**config.mk**
```make
export PLATFORM = sky130hd
export DESIGN_NAME = ring_ptr_tracker
export DESIGN_NICKNAME = d
export VERILOG_FILES = /design/src/rtl/rbt_pkg.sv /design/src/rtl/rbt_advance.sv /design/src/rtl/rbt_level.sv /design/src/rtl/rbt_mark.sv /design/src/rtl/ring_ptr_tracker.sv
export SDC_FILE = /design/constraint.sdc
export NUM_CORES = 1
export LEC_CHECK = 0
export ABC_AREA = 1
export BUFFER_PORTS_ARGS = -buffer_cell sky130_fd_sc_hd__buf_2
export CORE_MARGIN = 3
export CORE_UTILIZATION = 40
export DETAILED_ROUTE_END_ITERATION = 12
export PLACE_DENSITY = 0.64
export SKIP_LAST_GASP = 1
export SYNTH_ARGS = -nofsm -noshare
export SYNTH_HDL_FRONTEND = slang
export SYNTH_HIERARCHICAL = 1
export SYNTH_SLANG_ARGS = --single-unit
```
**constraint.sdc**
```tcl
create_clock -name clk -period 11.08 [get_ports clk]
set_clock_uncertainty 0.2 [all_clocks]
set_input_delay 1.662 -clock clk [delete_from_list [all_inputs] [get_ports clk]]
set_output_delay 1.662 -clock clk [all_outputs]
set_load 0.1 [all_outputs]
```
**src/rtl/rbt_pkg.sv**
```systemverilog
package rbt_pkg;
  typedef enum logic [2:0] {
    SEL_BASE = 3'd0,
    SEL_LAST = 3'd1,
    SEL_RD   = 3'd2,
    SEL_WR   = 3'd3,
    SEL_MARK = 3'd4
  } reg_sel_e;
endpackage

```
**src/rtl/rbt_advance.sv**
```systemverilog
// Moves one toggle-tagged pointer forward by a byte count, wrapping at the last address.
module rbt_advance #(
  parameter int AW = 31,
  parameter int BW = 16
) (
  input  logic [AW:0]   cur,
  input  logic [BW-1:0] bytes,
  input  logic [AW-1:0] base,
  input  logic [AW-1:0] last,
  output logic [AW:0]   nxt,
  output logic          wrapped
);
  localparam int PW = AW + 1;
  logic [AW:0] sum, size, addr;

  always_comb begin
    size    = {1'b0, last} - {1'b0, base} + PW'(1);
    sum     = {1'b0, cur[AW-1:0]} + PW'(bytes);
    wrapped = sum > {1'b0, last};
    addr    = wrapped ? (sum - size) : sum;
    nxt     = {cur[AW] ^ wrapped, addr[AW-1:0]};
  end
endmodule

```
**src/rtl/rbt_level.sv**
```systemverilog
// Fill and free levels from the two pointers: combinational now, registered for outputs.
module rbt_level #(
  parameter int AW = 31
) (
  input  logic          clk,
  input  logic          rst_n,
  input  logic [AW:0]   rd,
  input  logic [AW:0]   wr,
  input  logic [AW-1:0] base,
  input  logic [AW-1:0] last,
  output logic [AW:0]   fill_now,
  output logic [AW:0]   free_now,
  output logic [AW:0]   fill_q,
  output logic [AW:0]   free_q
);
  localparam int PW = AW + 1;
  logic [AW:0] size, diff;

  always_comb begin
    size     = {1'b0, last} - {1'b0, base} + PW'(1);
    diff     = {1'b0, wr[AW-1:0]} - {1'b0, rd[AW-1:0]};
    fill_now = (rd[AW] == wr[AW]) ? diff : (diff + size);
    free_now = size - fill_now;
  end

  always_ff @(posedge clk) begin
    if (!rst_n) begin
      fill_q <= '0;
      free_q <= '0;
    end else begin
      fill_q <= fill_now;
      free_q <= free_now;
    end
  end
endmodule

```
**src/rtl/rbt_mark.sv**
```systemverilog
// One-shot watermark detector, armed by an explicit strobe.
module rbt_mark #(
  parameter int AW = 31
) (
  input  logic          clk,
  input  logic          rst_n,
  input  logic          dir_play,
  input  logic [AW:0]   fill_q,
  input  logic [AW:0]   free_q,
  input  logic [AW-1:0] mark,
  input  logic          rearm,
  output logic          wm_event
);
  logic        armed_q;
  logic [AW:0] level;
  logic        fire;

  always_comb begin
    level = dir_play ? free_q : fill_q;
    fire  = armed_q && (level > {1'b0, mark});
  end

  always_ff @(posedge clk) begin
    if (!rst_n) begin
      armed_q  <= 1'b0;
      wm_event <= 1'b0;
    end else begin
      wm_event <= fire;
      if (rearm)     armed_q <= 1'b1;
      else if (fire) armed_q <= 1'b0;
    end
  end

  // while disarmed and not rearmed, no event appears in the next cycle
  a_r5_disarmed_quiet: assert property (@(posedge clk) disable iff (!rst_n)
    (!armed_q && !rearm) |=> !wm_event);

  // a rearm leaves detection armed on the following cycle
  a_r6_rearm_arms: assert property (@(posedge clk) disable iff (!rst_n)
    rearm |=> armed_q);
endmodule

```
**src/rtl/ring_ptr_tracker.sv**
```systemverilog
module ring_ptr_tracker #(
  parameter int AW = 31,
  parameter int BW = 16
) (
  input  logic          clk,
  input  logic          rst_n,
  input  logic          dir_play,
  input  logic          cfg_we,
  input  logic [2:0]    cfg_sel,
  input  logic [AW:0]   cfg_wdata,
  input  logic          rearm,
  input  logic          beat_valid,
  output logic          beat_ready,
  input  logic [BW-1:0] beat_bytes,
  output logic [AW:0]   rd_ptr,
  output logic [AW:0]   wr_ptr,
  output logic [AW-1:0] pos,
  output logic [AW:0]   fill_level,
  output logic [AW:0]   free_level,
  output logic          wm_event,
  output logic          err_underflow,
  output logic          err_overflow
);
  import rbt_pkg::*;
  localparam int NPTR  = 2;
  localparam int IDX_R = 0;
  localparam int IDX_W = 1;
  localparam int PW    = AW + 1;

  logic [AW-1:0] base_q, last_q, mark_q;
  logic [AW:0]   ptr_q   [NPTR];
  logic [AW:0]   ptr_nxt [NPTR];
  logic          ptr_wrap[NPTR];
  logic [AW:0]   fill_now, free_now;
  logic          acc;
  reg_sel_e      sel;

  assign sel        = reg_sel_e'(cfg_sel);
  assign beat_ready = !cfg_we;
  assign acc        = beat_valid && beat_ready;

  for (genvar g = 0; g < NPTR; g++) begin : g_adv
    rbt_advance #(.AW(AW), .BW(BW)) u_adv (
      .cur(ptr_q[g]), .bytes(beat_bytes), .base(base_q), .last(last_q),
      .nxt(ptr_nxt[g]), .wrapped(ptr_wrap[g])
    );
  end

  always_ff @(posedge clk) begin
    if (!rst_n) begin
      base_q <= '0;
      last_q <= '0;
      mark_q <= '0;
      for (int i = 0; i < NPTR; i++) ptr_q[i] <= '0;
      err_underflow <= 1'b0;
      err_overflow  <= 1'b0;
    end else begin
      err_underflow <= acc && dir_play  && (PW'(beat_bytes) > fill_now);
      err_overflow  <= acc && !dir_play && (PW'(beat_bytes) > free_now);
      if (cfg_we) begin
        case (sel)
          SEL_BASE: base_q       <= cfg_wdata[AW-1:0];
          SEL_LAST: last_q       <= cfg_wdata[AW-1:0];
          SEL_RD:   ptr_q[IDX_R] <= cfg_wdata;
          SEL_WR:   ptr_q[IDX_W] <= cfg_wdata;
          SEL_MARK: mark_q       <= cfg_wdata[AW-1:0];
          default:  ;
        endcase
      end else if (acc) begin
        if (dir_play) ptr_q[IDX_R] <= ptr_nxt[IDX_R];
        else          ptr_q[IDX_W] <= ptr_nxt[IDX_W];
      end
    end
  end

  rbt_level #(.AW(AW)) u_level (
    .clk(clk), .rst_n(rst_n), .rd(ptr_q[IDX_R]), .wr(ptr_q[IDX_W]),
    .base(base_q), .last(last_q), .fill_now(fill_now), .free_now(free_now),
    .fill_q(fill_level), .free_q(free_level)
  );

  rbt_mark #(.AW(AW)) u_mark (
    .clk(clk), .rst_n(rst_n), .dir_play(dir_play), .fill_q(fill_level),
    .free_q(free_level), .mark(mark_q), .rearm(rearm), .wm_event(wm_event)
  );

  assign rd_ptr = ptr_q[IDX_R];
  assign wr_ptr = ptr_q[IDX_W];
  assign pos    = (dir_play ? ptr_q[IDX_R][AW-1:0] : ptr_q[IDX_W][AW-1:0]) - base_q;

  // a playback beat that wraps inverts the read toggle
  a_r1_wrap_toggle: assert property (@(posedge clk) disable iff (!rst_n)
    (acc && dir_play && ptr_wrap[IDX_R]) |=> (rd_ptr[AW] != $past(rd_ptr[AW])));

  // an underflow pulse only follows a playback beat
  a_r7_underflow_play: assert property (@(posedge clk) disable iff (!rst_n)
    (acc && !dir_play) |=> !err_underflow);

  // an overflow pulse only follows a capture beat
  a_r8_overflow_capture: assert property (@(posedge clk) disable iff (!rst_n)
    (acc && dir_play) |=> !err_overflow);

  // a playback beat leaves the write pointer alone
  a_r10_play_keeps_wr: assert property (@(posedge clk) disable iff (!rst_n)
    (acc && dir_play) |=> $stable(wr_ptr));
endmodule

```
==> results of run 1 <==
placed cells by master (no fill, tap or decap), drive strengths merged, types with 77 or more instances in the layout:
master  instances
inv          1041
nand3         285
nor2          361
xor2          129
a21oi         385
nand4          77
dfxtp         161
buf           233
ha            396
o21ai         219
nand2        1383
flip-flops by register name, indices dropped and copies added, names as in the netlist:
| register | flops |
|---|---|
| u_mark/wm_event | 1 |
| base_q | 31 |
| ptr_q | 64 |
| err_underflow | 1 |
| u_level/fill_q | 32 |
| u_mark/armed_q | 1 |
| err_overflow | 1 |
| last_q | 31 |
| u_level/free_q | 32 |
| mark_q | 31 |
power groups by stage:
stage | sequential, uW | combinational, uW | clock [uW]
after global placement | 1180 | 7850 | 0
after floorplan | 2010 | 5230 | 0
final | 1170 | 7950 | 926
after detailed placement | 1190 | 7870 | 0
after global routing | 1190 | 8830 | 968
after CTS | 1170 | 7900 | 943
final cells by class:
class | count | area (sq um) | share of cell area
sequential | 225 | 5140 | 0.150
multi-input combinational | 3639 | 21900 | 0.637
clock buffer | 36 | 791 | 0.0230
antenna | 8 | 20.0 | 0.000583
tap | 1040 | 1300 | 0.0379
timing repair buffer | 233 | 1200 | 0.0351
clock inverter | 13 | 101 | 0.00295
inverter | 1038 | 3900 | 0.113
final timing paths:
| check | from | end | slack (ps) | depth (start not counted) |
|---|---|---|---|---|
| worst min-delay path | u_mark/armed_q | u_mark/wm_event | 240 | 2 |
| worst max-delay path | last_q[4] | err_overflow | 3490 | 36 |
| worst min register to register | u_mark/armed_q | u_mark/wm_event | 240 | 2 |
| worst max register to register | last_q[4] | err_overflow | 3490 | 36 |
metrics by stage:
stage / power (uW) / instance area (sq um) / setup WS, ps / hold slack (ps)
floorplan: 7240 / 31400 / 4410 / 223
global placement: 9030 / 33400 / 3540 / 232
detailed placement: 9060 / 33400 / 3620 / 236
CTS: 10000 / 34300 / 3580 / 246
global route: 11000 / 34300 / 2910 / 264
finish: 10000 / 34300 / 3490 / 244
worst min-delay path, cell delays in order (launching register included):
cell and delay (ps):
dfxtp_1 290, nand2_1 70, nor2_1 40
per-layer routing:
metal | vias to the layer above | global-route usage | routed length (um)
met3 | 203 | 0.0326 | 9320
met4 | 0 | 0.114 | 5170
met1 | 15099 | 0.396 | 53900
met2 | 1210 | 0.481 | 55300
li1 | 16241 | - | -
met5 | - | 0 | 0
==> impl_metrics.tcl, run 1 <==
set metrics [dict create \
    status "finished clean" \
    setup_tns_ps 0 \
    routed_via_density 5.26 \
    slowest_delay_ps 580 \
    path_delay_family "simple AND/OR/NAND/NOR gates" \
    cp_slowest_cell "dfxtp_1" \
    grt.overflow.total 0 \
    hpwl_um 105000 \
    start_util 0.404 \
    layout-drive-gt1-share 0.0883 \
    swShare 0.611 \
    p_per_area_mw_per_mm2 293 \
    die_x_um 286 \
    cts_tree "built" \
    cp_common_cell "nand2_1" \
    dp.cells 6175 \
    grt_pass1_vias 31434 \
    pwr-share-comb 0.791 \
    end_kind "flip-flop" \
    die_y_um 286 \
    first_pass_iters 7 \
    clock_latency_ps 590 \
    syn_avg_cell_area_sq_um 6.29 \
    power.internal_uw 3910 \
    finalCritPeriodShare 0.685 \
    worst-path-buf-inv 3 \
    finalNonFillerCells 6232 \
    path_class "reg -> reg" \
    drc 0 \
    coreArea_sq_mm 0.0776 \
    cts_resized 0 \
    drv_cap 0 \
    required_ps 11400 \
    holdCritPathClass "reg -> reg" \
    wirelength_um 124000 \
    seqPwrFrac 0.117 \
    gp_congestion 1.00 \
    wl_per_cell_um 19.8 \
    drtIter0Drc 2561 \
    track_usage 0.294 \
    cts_buffer_depth 3 \
    die_area_sq_mm 0.0818 \
    cts_htree_levels 1 \
    post_cts_buffers 0 \
    path_max_fanout 6 \
    synth_nets 5511 \
    antenna_found_initial 7 \
    hold_buffers 0 \
    syn_inst 4989 \
    fmax_ghz 0.132 \
    cts_root_buf "clkbuf_16" \
    detailroute.via_count 32753 \
    fillers 8529 \
    switchingPower_uw 6140 \
    fin_crit_ps 7590 \
    vdd_drop_max_mv 0.167 \
    io_buffers 219 \
    worst_pin_slew_ps 1140 \
    rsz0062_at_grt "no" \
    worstPathArrival_ps 7910 \
    p_leak_uw 0.0185 \
    grt_max_degree 75 \
    grt_pass1_wl_um 184000 \
    final_core_util 0.442 \
    pin_count 220 \
    hold_viol_final 0 \
    slew_violations 0 \
    cp-start-kind "flip-flop" \
    fin_nets 5686 \
    pwr-share-clk 0.092 \
    ys_warn_count 6 \
    netlist_area_sq_mm 0.0314 \
    area_growth_pct 9.45 \
    numCtsBuffers 27 \
    rows 102 \
    setup_viol 0 \
    postRouteAntennaNets 0 \
    clkTransAtPathRegs_ps 60 \
    cts_num_sinks 225 \
    slew_headroom 0.243 \
]
Note: power is estimated with default switching activity, not from simulation.
==> inputs of run 2 (changes only) <==
- ABC_AREA: 1 -> 0
- clock period: 11.08 -> 7.7 ns (I/O delays scaled with it)
==> impl_metrics.tcl, run 2 <==
set metrics [dict create \
    start_util 0.405 \
    r2r-end "err_overflow" \
    fin_ws_ps -49.0 \
    cts_root_buf "clkbuf_16" \
    ys_types 122 \
    syn_avg_cell_area_sq_um 7.88 \
    finalNonFillerCells 5169 \
    cp-endpoint "err_overflow" \
    yosys.area.top_type "ha_1" \
    required_ps 8010 \
    antenna_found_initial 5 \
    synth_compound_area_frac 0.251 \
    vdd_drop_max_mv 0.279 \
    die_x_um 278 \
    fmax_ghz 0.129 \
    setup_viol 1 \
    p_leak_uw 0.0158 \
    track_usage 0.273 \
    cts_tree "built" \
    finalCritPeriodShare 1.01 \
    pin_count 220 \
    worst_pin_slew_ps 1050 \
    rows 99 \
    async_flop_share 0 \
    fin_nets 4708 \
    ff2ff_setup_slack_ps -50 \
    path_class "reg -> reg" \
    synth_seq_cells 225 \
    cp_slowest_cell "o41ai_4" \
    gp_congestion 1.02 \
    cp-startpoint "last_q[1]" \
    slew_violations 0 \
    worstPathArrival_ps 8060 \
    netlist_area_sq_mm 0.0296 \
    cts_num_sinks 225 \
    end_kind "flip-flop" \
    slew_headroom 0.294 \
    grt.overflow.total 0 \
    grt_max_degree 79 \
    layout-drive-gt1-share 0.191 \
    yosysSeqAreaShare 0.174 \
    cp-start-kind "flip-flop" \
    grt_pass1_wl_um 165000 \
    path_max_fanout 4 \
    path_delay_family "compound AO/OA/AOI/OAI gates" \
    postRouteAntennaNets 0 \
    ys.flop_type "dfxtp_1" \
    fin_crit_ps 7750 \
    synthDominantCellAreaShare 0.167 \
    synth_xor_area_frac 0.0682 \
    place_ws_ps -326 \
    rsz0062_at_grt "yes" \
    wl_per_cell_um 21.4 \
    numCtsBuffers 28 \
    cts_htree_levels 1 \
    muxShareOfSynthArea 0.0385 \
    worst-path-buf-inv 13 \
    syn_inst 3756 \
    hold_viol_final 0 \
    die_area_sq_mm 0.0773 \
    cts_buffer_depth 3 \
    dp.cells 5070 \
    largest_reg_flops 64 \
    clkTransAtPathRegs_ps 70 \
    yosys.area_share.simple 0.176 \
    critical_path_depth 44 \
    synth.area.top_cells "ha_1 (17%), dfxtp_1 (11%), edfxtp_1 (6.5%)" \
    hpwl_um 90300 \
    slowest_delay_ps 360 \
    r2r-start "last_q[1]" \
    final_common_cell "inv_1" \
    reg2reg_depth 44 \
    yosysMostFrequentCell "inv_1" \
    synth_nets 4278 \
    first_pass_iters 6 \
    coreArea_sq_mm 0.0731 \
    grt_pass1_vias 27744 \
    top_register "ptr_q" \
    io_buffers 219 \
    hold_slack_ps 261 \
    reg_top3 "ptr_q x64, u_level/fill_q x32, u_level/free_q x32" \
    clock_latency_ps 580 \
    area_growth_pct 18.6 \
    drv_cap 0 \
    hold_buffers 0 \
    cp_common_cell "buf_4" \
    holdCritPathClass "reg -> reg" \
    status "finished with violations" \
    fillers 7136 \
    drc 0 \
    drtIter0Drc 2743 \
    p_per_area_mw_per_mm2 454 \
    synth_top_family_by_area "compound AO/OA/AOI/OAI gates" \
    synthTopCellsByCount "inv_1 (488), ha_1 (396), nand2_1 (375)" \
    mostFrequentLayoutCells "inv_1 (484), ha_1 (383), nand2_1 (374)" \
    wirelength_um 111000 \
    routed_via_density 5.76 \
    detailroute.via_count 29790 \
    synth-edff-count 64 \
    violations "negative setup slack" \
    ys_warn_count 6 \
    synth_fa_ha_area_frac 0.215 \
    die_y_um 278 \
    power.total_uw 15900 \
]
-- run 2: timing repair --
action / CTS / global route
pin swaps: 35 / 57
buffers inserted: 35 / 14
gates resized for setup: 25 / 69
setup endpoints to repair: 1 / 3
-- run 2: worst min path at each step --
stage / from / end / slack, ps / cells after the start
after floorplan: mark_q[10] / mark_q[10] / 240 / 2
after global placement: mark_q[24] / mark_q[24] / 250 / 2
after detailed placement: mark_q[15] / mark_q[15] / 260 / 2
after CTS: mark_q[15] / mark_q[15] / 270 / 2
after global routing: mark_q[15] / mark_q[15] / 280 / 2
final: mark_q[15] / mark_q[15] / 260 / 2
-- run 2: worst min-delay path, delay by kind of cell, from the launching register on --
family	cells	cell delay [ps]
AOI/OAI and AO/OA	1	60
DFF	1	310
and+or+nand+nor	1	40
-- run 2: stage by stage --
stage	utilization	TNS [ps]	cell area, sq um
global placement	0.456	-243	33300
CTS	0.475	-33.6	34700
global route	0.480	-399	35100
finish	0.480	-49.0	35100
detailed placement	0.456	-326	33300
floorplan	-	-154	29600
-- run 2: routing by layer --
layer,track usage,vias to the layer above,wire length (um)
li1,-,14175,-
met4,0.0980,0,4450
met2,0.424,1223,47000
met5,0,-,0
met3,0.0389,200,9670
met1,0.387,14192,49700
-- run 2: cell families after synthesis --
group / count (synthesis)
AND/OR/NAND/NOR: 1073
AO/OA/AOI/OAI: 1060
buffers and inverters: 600
adder cells (fa/ha/maj): 467
XOR/XNOR: 227
flip-flops: 225
multiplexers: 104
-- run 2: report_power, final --
group	total, uW	internal, uW	switching [uW]
logic	12900	5110	7790
clock network	1400	826	578
registers	1610	1440	170
total	15900	7370	8540
-- run 2: final cells by class --
class	count	area, sq um	share of cell area
well taps	959	1200	0.0342
clock buffers	42	887	0.0253
diodes	4	10.0	0.000285
clock inverters	8	80.1	0.00228
multi-input cells	2931	22600	0.644
repair buffers	510	3310	0.0944
flip-flops and latches	225	5150	0.147
inverters	490	1840	0.0524
